$ cat config.mk
export PLATFORM = sky130hd
export DESIGN_NAME = sdclk_gen
export DESIGN_NICKNAME = d
export VERILOG_FILES = /design/src/rtl/sdclk_pkg.sv /design/src/rtl/sdclk_ctrl_reg.sv /design/src/rtl/sdclk_div_map.sv /design/src/rtl/sdclk_divider.sv /design/src/rtl/sdclk_gen.sv
export SDC_FILE = /design/constraint.sdc
export NUM_CORES = 1
export LEC_CHECK = 0
export ABC_AREA = 1
export CELL_PAD_IN_SITES_DETAIL_PLACEMENT = 0
export CELL_PAD_IN_SITES_GLOBAL_PLACEMENT = 2
export CORE_ASPECT_RATIO = 0.75
export CORE_MARGIN = 10
export CORE_UTILIZATION = 31
export DETAILED_ROUTE_END_ITERATION = 8
export GPL_TIMING_DRIVEN = 0
export PLACE_DENSITY = 0.9
export SETUP_SLACK_MARGIN = 0.3
export SLEW_MARGIN = 10
export SYNTH_ARGS = -nofsm -noshare
export SYNTH_HDL_FRONTEND = slang
export SYNTH_SLANG_ARGS = --single-unit
$ cat constraint.sdc
create_clock -name clk_base_i -period 2.7 [get_ports clk_base_i]
set_clock_uncertainty 0.1 [all_clocks]
set_input_delay 0.27 -clock clk_base_i [delete_from_list [all_inputs] [get_ports clk_base_i]]
set_output_delay 0.27 -clock clk_base_i [all_outputs]
set_load 0.02 [all_outputs]
$ cat src/rtl/sdclk_pkg.sv
`timescale 1ns/1ps
package sdclk_pkg;
    localparam int DIV_W    = 10;
    localparam int LO_W     = 8;
    localparam int HI_W     = DIV_W - LO_W;
    localparam int WORD_W   = 16;
    // control word bit positions
    localparam int B_IEN    = 0;
    localparam int B_STB    = 1;
    localparam int B_CEN    = 2;
    localparam int B_PLL    = 3;
    localparam int HI_LSB   = 6;
    localparam int LO_LSB   = 8;

    typedef struct packed {
        logic [DIV_W-1:0] div;
        logic             pll;
        logic             cen;
        logic             ien;
    } ctrl_t;
endpackage

$ cat src/rtl/sdclk_ctrl_reg.sv
`timescale 1ns/1ps
module sdclk_ctrl_reg
    import sdclk_pkg::*;
#(
    parameter int STAB_CYCLES = 16
) (
    input  logic              clk,
    input  logic              rst_n,
    input  logic              wr_en,
    input  logic [WORD_W-1:0] wr_data,
    output ctrl_t             ctrl_o,
    output logic              stable_o
);
    localparam int CNT_W = $clog2(STAB_CYCLES + 1);
    localparam logic [CNT_W-1:0] CNT_LAST = CNT_W'(STAB_CYCLES - 1);

    typedef struct packed {
        ctrl_t            ctrl;
        logic             stable;
        logic [CNT_W-1:0] cnt;
    } st_t;

    st_t s_d, s_q;

    always_comb begin
        s_d = s_q;
        if (wr_en) begin
            s_d.ctrl.ien = wr_data[B_IEN];
            s_d.ctrl.cen = wr_data[B_CEN];
            s_d.ctrl.pll = wr_data[B_PLL];
            s_d.ctrl.div = {wr_data[HI_LSB +: HI_W], wr_data[LO_LSB +: LO_W]};
        end
        if (!s_d.ctrl.ien) begin
            s_d.stable = 1'b0;
            s_d.cnt    = '0;
        end else if (!s_q.ctrl.ien || (s_d.ctrl.pll && !s_q.ctrl.pll)) begin
            // fresh enable or PLL start: settle again
            s_d.stable = 1'b0;
            s_d.cnt    = '0;
        end else if (!s_q.stable) begin
            if (s_q.cnt == CNT_LAST) begin
                s_d.stable = 1'b1;
            end else begin
                s_d.cnt = s_q.cnt + 1'b1;
            end
        end
    end

    always_ff @(posedge clk or negedge rst_n) begin
        if (!rst_n) begin
            s_q <= '0;
        end else begin
            s_q <= s_d;
        end
    end

    assign ctrl_o   = s_q.ctrl;
    assign stable_o = s_q.stable;

    AST_STABLE_NEEDS_EN: assert property (@(posedge clk) disable iff (!rst_n)
        s_q.stable |-> s_q.ctrl.ien);
    AST_STABLE_AFTER_WAIT: assert property (@(posedge clk) disable iff (!rst_n)
        $rose(s_q.stable) |-> ($past(s_q.cnt) == CNT_LAST));
    AST_EN_CLEAR_DROPS: assert property (@(posedge clk) disable iff (!rst_n)
        (wr_en && !wr_data[B_IEN]) |=> !s_q.stable);
    AST_PLL_RESTART: assert property (@(posedge clk) disable iff (!rst_n)
        (wr_en && wr_data[B_IEN] && wr_data[B_PLL] && !s_q.ctrl.pll && s_q.ctrl.ien)
        |=> !s_q.stable);
endmodule

$ cat src/rtl/sdclk_div_map.sv
`timescale 1ns/1ps
module sdclk_div_map
    import sdclk_pkg::*;
#(
    parameter int MAX_LOG = 7
) (
    input  logic [DIV_W-1:0] div_i,
    input  logic             compat_i,
    output logic [DIV_W-1:0] eff_o
);
    logic [DIV_W-1:0] pow2;

    // highest set bit, clamped at 2**MAX_LOG
    always_comb begin
        pow2 = '0;
        for (int i = 0; i < DIV_W; i++) begin
            if (div_i[i]) begin
                pow2 = (i > MAX_LOG) ? (DIV_W'(1) << MAX_LOG) : (DIV_W'(1) << i);
            end
        end
    end

    assign eff_o = compat_i ? pow2 : div_i;
endmodule

$ cat src/rtl/sdclk_divider.sv
`timescale 1ns/1ps
module sdclk_divider
    import sdclk_pkg::*;
(
    input  logic             clk,
    input  logic             rst_n,
    input  logic             run_i,
    input  logic [DIV_W-1:0] eff_i,
    output logic             card_clk_o
);
    typedef struct packed {
        logic [DIV_W-1:0] act;
        logic [DIV_W-1:0] cnt;
        logic             tog;
    } st_t;

    st_t  s_d, s_q;
    logic pass_gate_q;

    always_comb begin
        s_d = s_q;
        if (!run_i || (s_q.act == '0)) begin
            // idle or pass-through: free to pick up a new value
            s_d.tog = 1'b0;
            s_d.cnt = '0;
            s_d.act = eff_i;
        end else if (s_q.cnt == (s_q.act - DIV_W'(1))) begin
            s_d.cnt = '0;
            s_d.tog = !s_q.tog;
            if (s_q.tog) begin
                s_d.act = eff_i;
            end
        end else begin
            s_d.cnt = s_q.cnt + DIV_W'(1);
        end
    end

    always_ff @(posedge clk or negedge rst_n) begin
        if (!rst_n) begin
            s_q <= '0;
        end else begin
            s_q <= s_d;
        end
    end

    // pass-through gate only moves while the base clock is low
    always_ff @(negedge clk or negedge rst_n) begin
        if (!rst_n) begin
            pass_gate_q <= 1'b0;
        end else begin
            pass_gate_q <= run_i && (s_q.act == '0);
        end
    end

    assign card_clk_o = (clk & pass_gate_q) | s_q.tog;

    AST_LOW_WHEN_IDLE: assert property (@(posedge clk) disable iff (!rst_n)
        !run_i |=> !s_q.tog);
    AST_CHANGE_AT_FALL: assert property (@(posedge clk) disable iff (!rst_n)
        (run_i && s_q.act != '0) |=> ((s_q.act == $past(s_q.act)) || ($past(s_q.tog) && !s_q.tog)));
    AST_CNT_BOUND: assert property (@(posedge clk) disable iff (!rst_n)
        (run_i && s_q.act != '0) |-> (s_q.cnt < s_q.act));
    AST_PASS_NO_TOGGLE: assert property (@(posedge clk) disable iff (!rst_n)
        (s_q.act == '0) |-> !s_q.tog);
endmodule

$ cat src/rtl/sdclk_gen.sv
`timescale 1ns/1ps
module sdclk_gen
    import sdclk_pkg::*;
#(
    parameter int STAB_CYCLES = 16,
    parameter int MAX_LOG     = 7
) (
    input  logic        clk_base_i,
    input  logic        rst_n_i,
    input  logic        compat_pow2_i,
    input  logic        wr_en_i,
    input  logic [15:0] wr_data_i,
    output logic [15:0] rd_data_o,
    output logic        card_clk_o
);
    localparam logic [DIV_W-1:0] EFF_CAP = DIV_W'(1) << MAX_LOG;

    ctrl_t            ctrl;
    logic             stable;
    logic [DIV_W-1:0] eff_n;
    logic             run;

    sdclk_ctrl_reg #(.STAB_CYCLES(STAB_CYCLES)) u_reg (
        .clk      (clk_base_i),
        .rst_n    (rst_n_i),
        .wr_en    (wr_en_i),
        .wr_data  (wr_data_i),
        .ctrl_o   (ctrl),
        .stable_o (stable)
    );

    sdclk_div_map #(.MAX_LOG(MAX_LOG)) u_map (
        .div_i    (ctrl.div),
        .compat_i (compat_pow2_i),
        .eff_o    (eff_n)
    );

    assign run = ctrl.cen && stable;

    sdclk_divider u_div (
        .clk        (clk_base_i),
        .rst_n      (rst_n_i),
        .run_i      (run),
        .eff_i      (eff_n),
        .card_clk_o (card_clk_o)
    );

    assign rd_data_o = {ctrl.div[LO_W-1:0], ctrl.div[DIV_W-1:LO_W], 2'b00,
                        ctrl.pll, ctrl.cen, stable, ctrl.ien};

    AST_COMPAT_POW2: assert property (@(posedge clk_base_i) disable iff (!rst_n_i)
        compat_pow2_i |-> (($countones(eff_n) <= 1) && (eff_n <= EFF_CAP)));
    AST_RUN_NEEDS_EN: assert property (@(posedge clk_base_i) disable iff (!rst_n_i)
        run |-> ctrl.ien);
endmodule

Yosys cells after proc, flatten, opt, wreduce, memory -nomap -nowiden
Index checks and enable logic that the tools add are counted.
{"block": "word_totals", "regBits": 41, "input_bits": 20, "output_inout_bits": 17, "elab_cells": 55}
{"block": "classes", "n_addsub": 3, "n_eq_ne": 4, "mux": 22, "n_bitwise": 2, "reduce_logical": 14}
{"cell": "10-bit 2-to-1 mux", "n": 4}
{"cell": "6-bit 2-to-1 mux", "n": 4}
{"cell": "8-bit 2-to-1 mux", "n": 3}
{"cell": "21-bit 2-to-1 mux", "n": 1}
{"cell": "10-bit by 1-bit adder with 10-bit output (second input constant)", "n": 1}
{"cell": "10-bit == test", "n": 1}
{"cell": "10-bit zero test", "n": 1}
{"cell": "5-bit 2-to-1 mux", "n": 2}
{"cell": "10-bit by 1-bit subtractor with 10-bit output (second input constant)", "n": 1}
{"cell": "7-bit 2-to-1 mux", "n": 1}
{"cell": "3-bit 2-to-1 mux", "n": 2}
{"cell": "3-bit inequality test (second input constant)", "n": 2}
{"cell": "5-bit by 1-bit adder with 5-bit output (second input constant)", "n": 1}
{"cell": "5-bit by 4-bit == test with 1-bit output (second input constant)", "n": 1}
{"cell": "1-bit zero test", "n": 4}
{"cell": "4-bit 2-to-1 mux", "n": 1}
{"cell": "2-bit AND reduction", "n": 2}
{"cell": "2-bit nonzero test", "n": 2}
{"cell": "1-bit logical AND", "n": 3}
{"cell": "1-bit 2-to-1 mux", "n": 3}
{"cell": "1-bit logical OR", "n": 2}
{"cell": "2-bit 2-to-1 mux", "n": 1}
{"cell": "1-bit AND", "n": 1}
{"cell": "1-bit bitwise OR", "n": 1}

Logic depth before layout (Yosys ltp)
{"block": "logic_depth", "word_depth": 14, "mapped_depth": 15}

Modules after synthesis
A second synthesis with hierarchy kept.
{"block": "hier_totals", "hier_cells": 337, "area_unflattened_um2": 2566.2}
{"module": "sdclk_divider", "instances": 1, "cells_each": 208, "area_each_um2": 1417.6, "seq_area_each_um2": 550.5}
{"module": "sdclk_ctrl_reg", "instances": 1, "cells_each": 90, "area_each_um2": 974.7, "seq_area_each_um2": 475.5}
{"module": "sdclk_div_map", "instances": 1, "cells_each": 33, "area_each_um2": 140.1, "seq_area_each_um2": 0.0}
{"module": "sdclk_gen", "instances": 1, "cells_each": 6, "area_each_um2": 33.8, "seq_area_each_um2": 0.0}

==> flow_metrics.env <==
export IMPL_grt_busiest_layer="met2"
export IMPL_fp_row_count=28
export IMPL_critPathRequiredTime_ns=2.33
export IMPL_die_y_um=98.4
export IMPL_antenna_found_initial=0
export IMPL_grt_max_degree=24
export IMPL_dieWidth_um=125
export IMPL_cp_cell_sequence="nand2_1, nand2_2, buf_6"
export IMPL_register_area_sq_um=1030
export IMPL_yosys_area_share_simple=0.359
export IMPL_pin_count=37
export IMPL_fillers=823
export IMPL_synthDistinctLibCells=33
export IMPL_drt_iter0_drc=131
export IMPL_avgSynthCellArea_sq_um=7.54
export IMPL_relSlewSlack=0.631
export IMPL_cp_max_fo=1
export IMPL_cp_start_kind="register"
export IMPL_ff2ff_setup_slack_ns=0.23
export IMPL_synth_fa_ha_area_frac=0.0197
export IMPL_hp_start="compat_pow2_i"
export IMPL_grt_use_met3=0.0380
export IMPL_setup_tns_ns=-0.0636
export IMPL_synth_mux_area_frac=0.00443
export IMPL_grt_first_pass_wirelength_mm=10.5
export IMPL_via_per_inst=4.45
export IMPL_wire_per_inst_um=12.6
export IMPL_antenna_cells=0
export IMPL_synth_area_leaders="dfrtp_1 39%, nand2_1 12%, nand3_1 7.7%"
export IMPL_grt_use_total=0.103
export IMPL_globalRoute_totalOverflow=0
export IMPL_synth_top_family_by_area="simple AND/OR/NAND/NOR gates"
export IMPL_wl_mm=6.28
export IMPL_cts_tree="yes"
export IMPL_path_class="reg -> out"
export IMPL_p_leak_nw=1.59
export IMPL_multi_input_area_sq_um=1240
export IMPL_numPortBuffers=30
export IMPL_dpl_cell_count=474
export IMPL_r2r_start="u_div.s_q[11]"
export IMPL_syn_to_final_growth_pct=30.8
export IMPL_slew_viol_final=0
export IMPL_path_buf_inv=1
export IMPL_critical_path_max_stage_delay_ns=0.39
export IMPL_met2_usage=0.142
export IMPL_synth_yosys_seq_area_share=0.404
export IMPL_hp_class="in -> reg"
export IMPL_yosys_warnings=0
export IMPL_end_kind="primary output"
export IMPL_vias=2222
export IMPL_coreArea_sq_um=7950
export IMPL_finalSetupViolCount=2
export IMPL_layoutNonFillerInstCount=499
export IMPL_p_per_area_nw_per_um2=507
export IMPL_synth_compound_area_frac=0.0620
export IMPL_use_met1=0.140
export IMPL_synth_seq_cells=41
export IMPL_initial_core_util=0.320
export IMPL_clock_latency_ns=0.40
export IMPL_dieArea_sq_um=12300
export IMPL_max_cap_violations=0
export IMPL_setup_ws_ns=-0.0636
export IMPL_layout_drive_gt1_share=0.221
export IMPL_rsz0062_at_grt="yes"
export IMPL_syn_area_sq_um=2540
export IMPL_peakVddDrop_mv=0.293
export IMPL_status="finished, violations left"
export IMPL_num_nets_final=417
export IMPL_postSynthCellCount=337
export IMPL_first_pass_iters=4
export IMPL_synth_area_leader_cell="dfrtp_1"
export IMPL_cts_clk_slew_worst_paths_ns=0.08
export IMPL_final_core_util=0.418
export IMPL_synth_top_area_frac=0.394
export IMPL_violations="negative setup slack"
export IMPL_slowest_stage="dfrtn_1"
export IMPL_hold_violations=0
export IMPL_path_delay_family="flip-flops"
export IMPL_drc=0
export IMPL_crit_arrival_ns=2.39
export IMPL_ant_nets=0
export IMPL_hpwlAfterDp_mm=4.69
export IMPL_yosys_area_share_xor_xnor=0.0172
export IMPL_grt_pass1_vias=2177
export IMPL_place_congestion=0.810
export IMPL_startpoint="u_div.pass_gate_q"
export IMPL_worst_pin_slew_ns=0.552
## layer usage
layer  wire, um  part of all wire
met1       3270              0.52
met2       2560              0.41
met3        382             0.061
met4         62            0.0099
met5          0                 0
## where the power goes
part	total (mW)	switching (mW)	internal, mW	leakage [nW]
registers	0.675	0.0297	0.645	0.532
clock network	0.638	0.242	0.396	0.0937
logic	0.373	0.205	0.168	0.964
## sequential cells by signal (all words and copies together), names as in the netlist
signal	count
u_reg.stable_o	1
u_div.s_q	21
u_div.pass_gate_q	1
u_reg.s_q	5
u_reg.ctrl_o	13
## through the flow
stage               power (mW)  hold slack (ns)  area [sq um]  setup WS (ns)
finish                    1.69            0.235          3320        -0.0636
global route              1.79            0.276          3320         -0.116
CTS                       1.70            0.241          3260        -0.0924
detailed placement        1.02            0.159          3000        -0.0661
global placement          1.01            0.380          2990          -1.18
floorplan                0.903           -0.126          2560          0.162
## synthesized netlist by cell type (all sizes together)
cell type,number
nand2,90
inv,47
nand3,43
dfrtp,40
nor2,39
o21ai,20
buf,18
nor3,10
a21oi,8
ha,4
clkbuf,3
nand4,3
xor2,3
nor4,2
xnor2,2
a211oi,1
a31oi,1
conb,1
dfrtn,1
mux2,1
## placed cells by master, fill, tap and decap left out, drive strengths merged
cell,n
a211oi,1
bufinv,1
nor2,39
a21oi,8
clkdlybuf4s50,28
nor4,2
dlygate4sd3,1
mux2,1
conb,2
buf,34
dfrtn,1
dfrtp,40
nand3,43
ha,4
xnor2,2
clkbuf,13
a31oi,1
nand4,3
o21ai,20
nand2,90
nor3,10
inv,47
xor2,3
## worst register-to-register path, cell delays in order (launching register included)
cell and delay [ns]:
dfrtp_1 0.40, inv_2 0.09, ha_4 0.16, nand3_4 0.10
nor2_4 0.09, nand2_2 0.07, nor4_2 0.13
## cell families (layout without fill, tap and decap cells)
logic type / Yosys count / count (layout)
AO/OA/AOI/OAI: 30 / 30
XOR/XNOR: 5 / 5
adder cells (fa/ha/maj): 4 / 4
buffers and inverters: 68 / 124
flip-flops: 41 / 41
multiplexers: 1 / 1
other: 1 / 2
AND/OR/NAND/NOR: 187 / 187
## what timing repair did
| item | in CTS | in global routing |
|---|---|---|
| pin swaps | 4 | 2 |
| setup buffers | 9 | 4 |
| hold endpoints to repair | 18 | 0 |
| hold buffers | 1 | 0 |
| endpoints found under the setup margin | 3 | 19 |
| resized for setup | 13 | 8 |
## final timing paths
| path | cells past startpoint | to |
|---|---|---|
| max in group asynchronous | 3 | u_div.pass_gate_q |
| hold reg to reg | 1 | u_div.s_q[1] |
| hold / removal | 5 | u_div.s_q[18] |
| setup reg to reg | 6 | u_div.pass_gate_q |
| setup / recovery | 3 | card_clk_o |
| min in group asynchronous | 2 | u_reg.ctrl_o[5] |
## layout make-up
| class | instances | area share |
|---|---|---|
| buffer | 21 | 0.0478 |
| clock buffer | 11 | 0.0418 |
| clock inverter | 1 | 0.00903 |
| inverter | 47 | 0.0531 |
| multi-input combinational | 229 | 0.374 |
| sequential | 41 | 0.310 |
| tap | 105 | 0.0395 |
| timing repair buffer | 44 | 0.124 |
No activity file was read; power rests on OpenSTA's default activity.
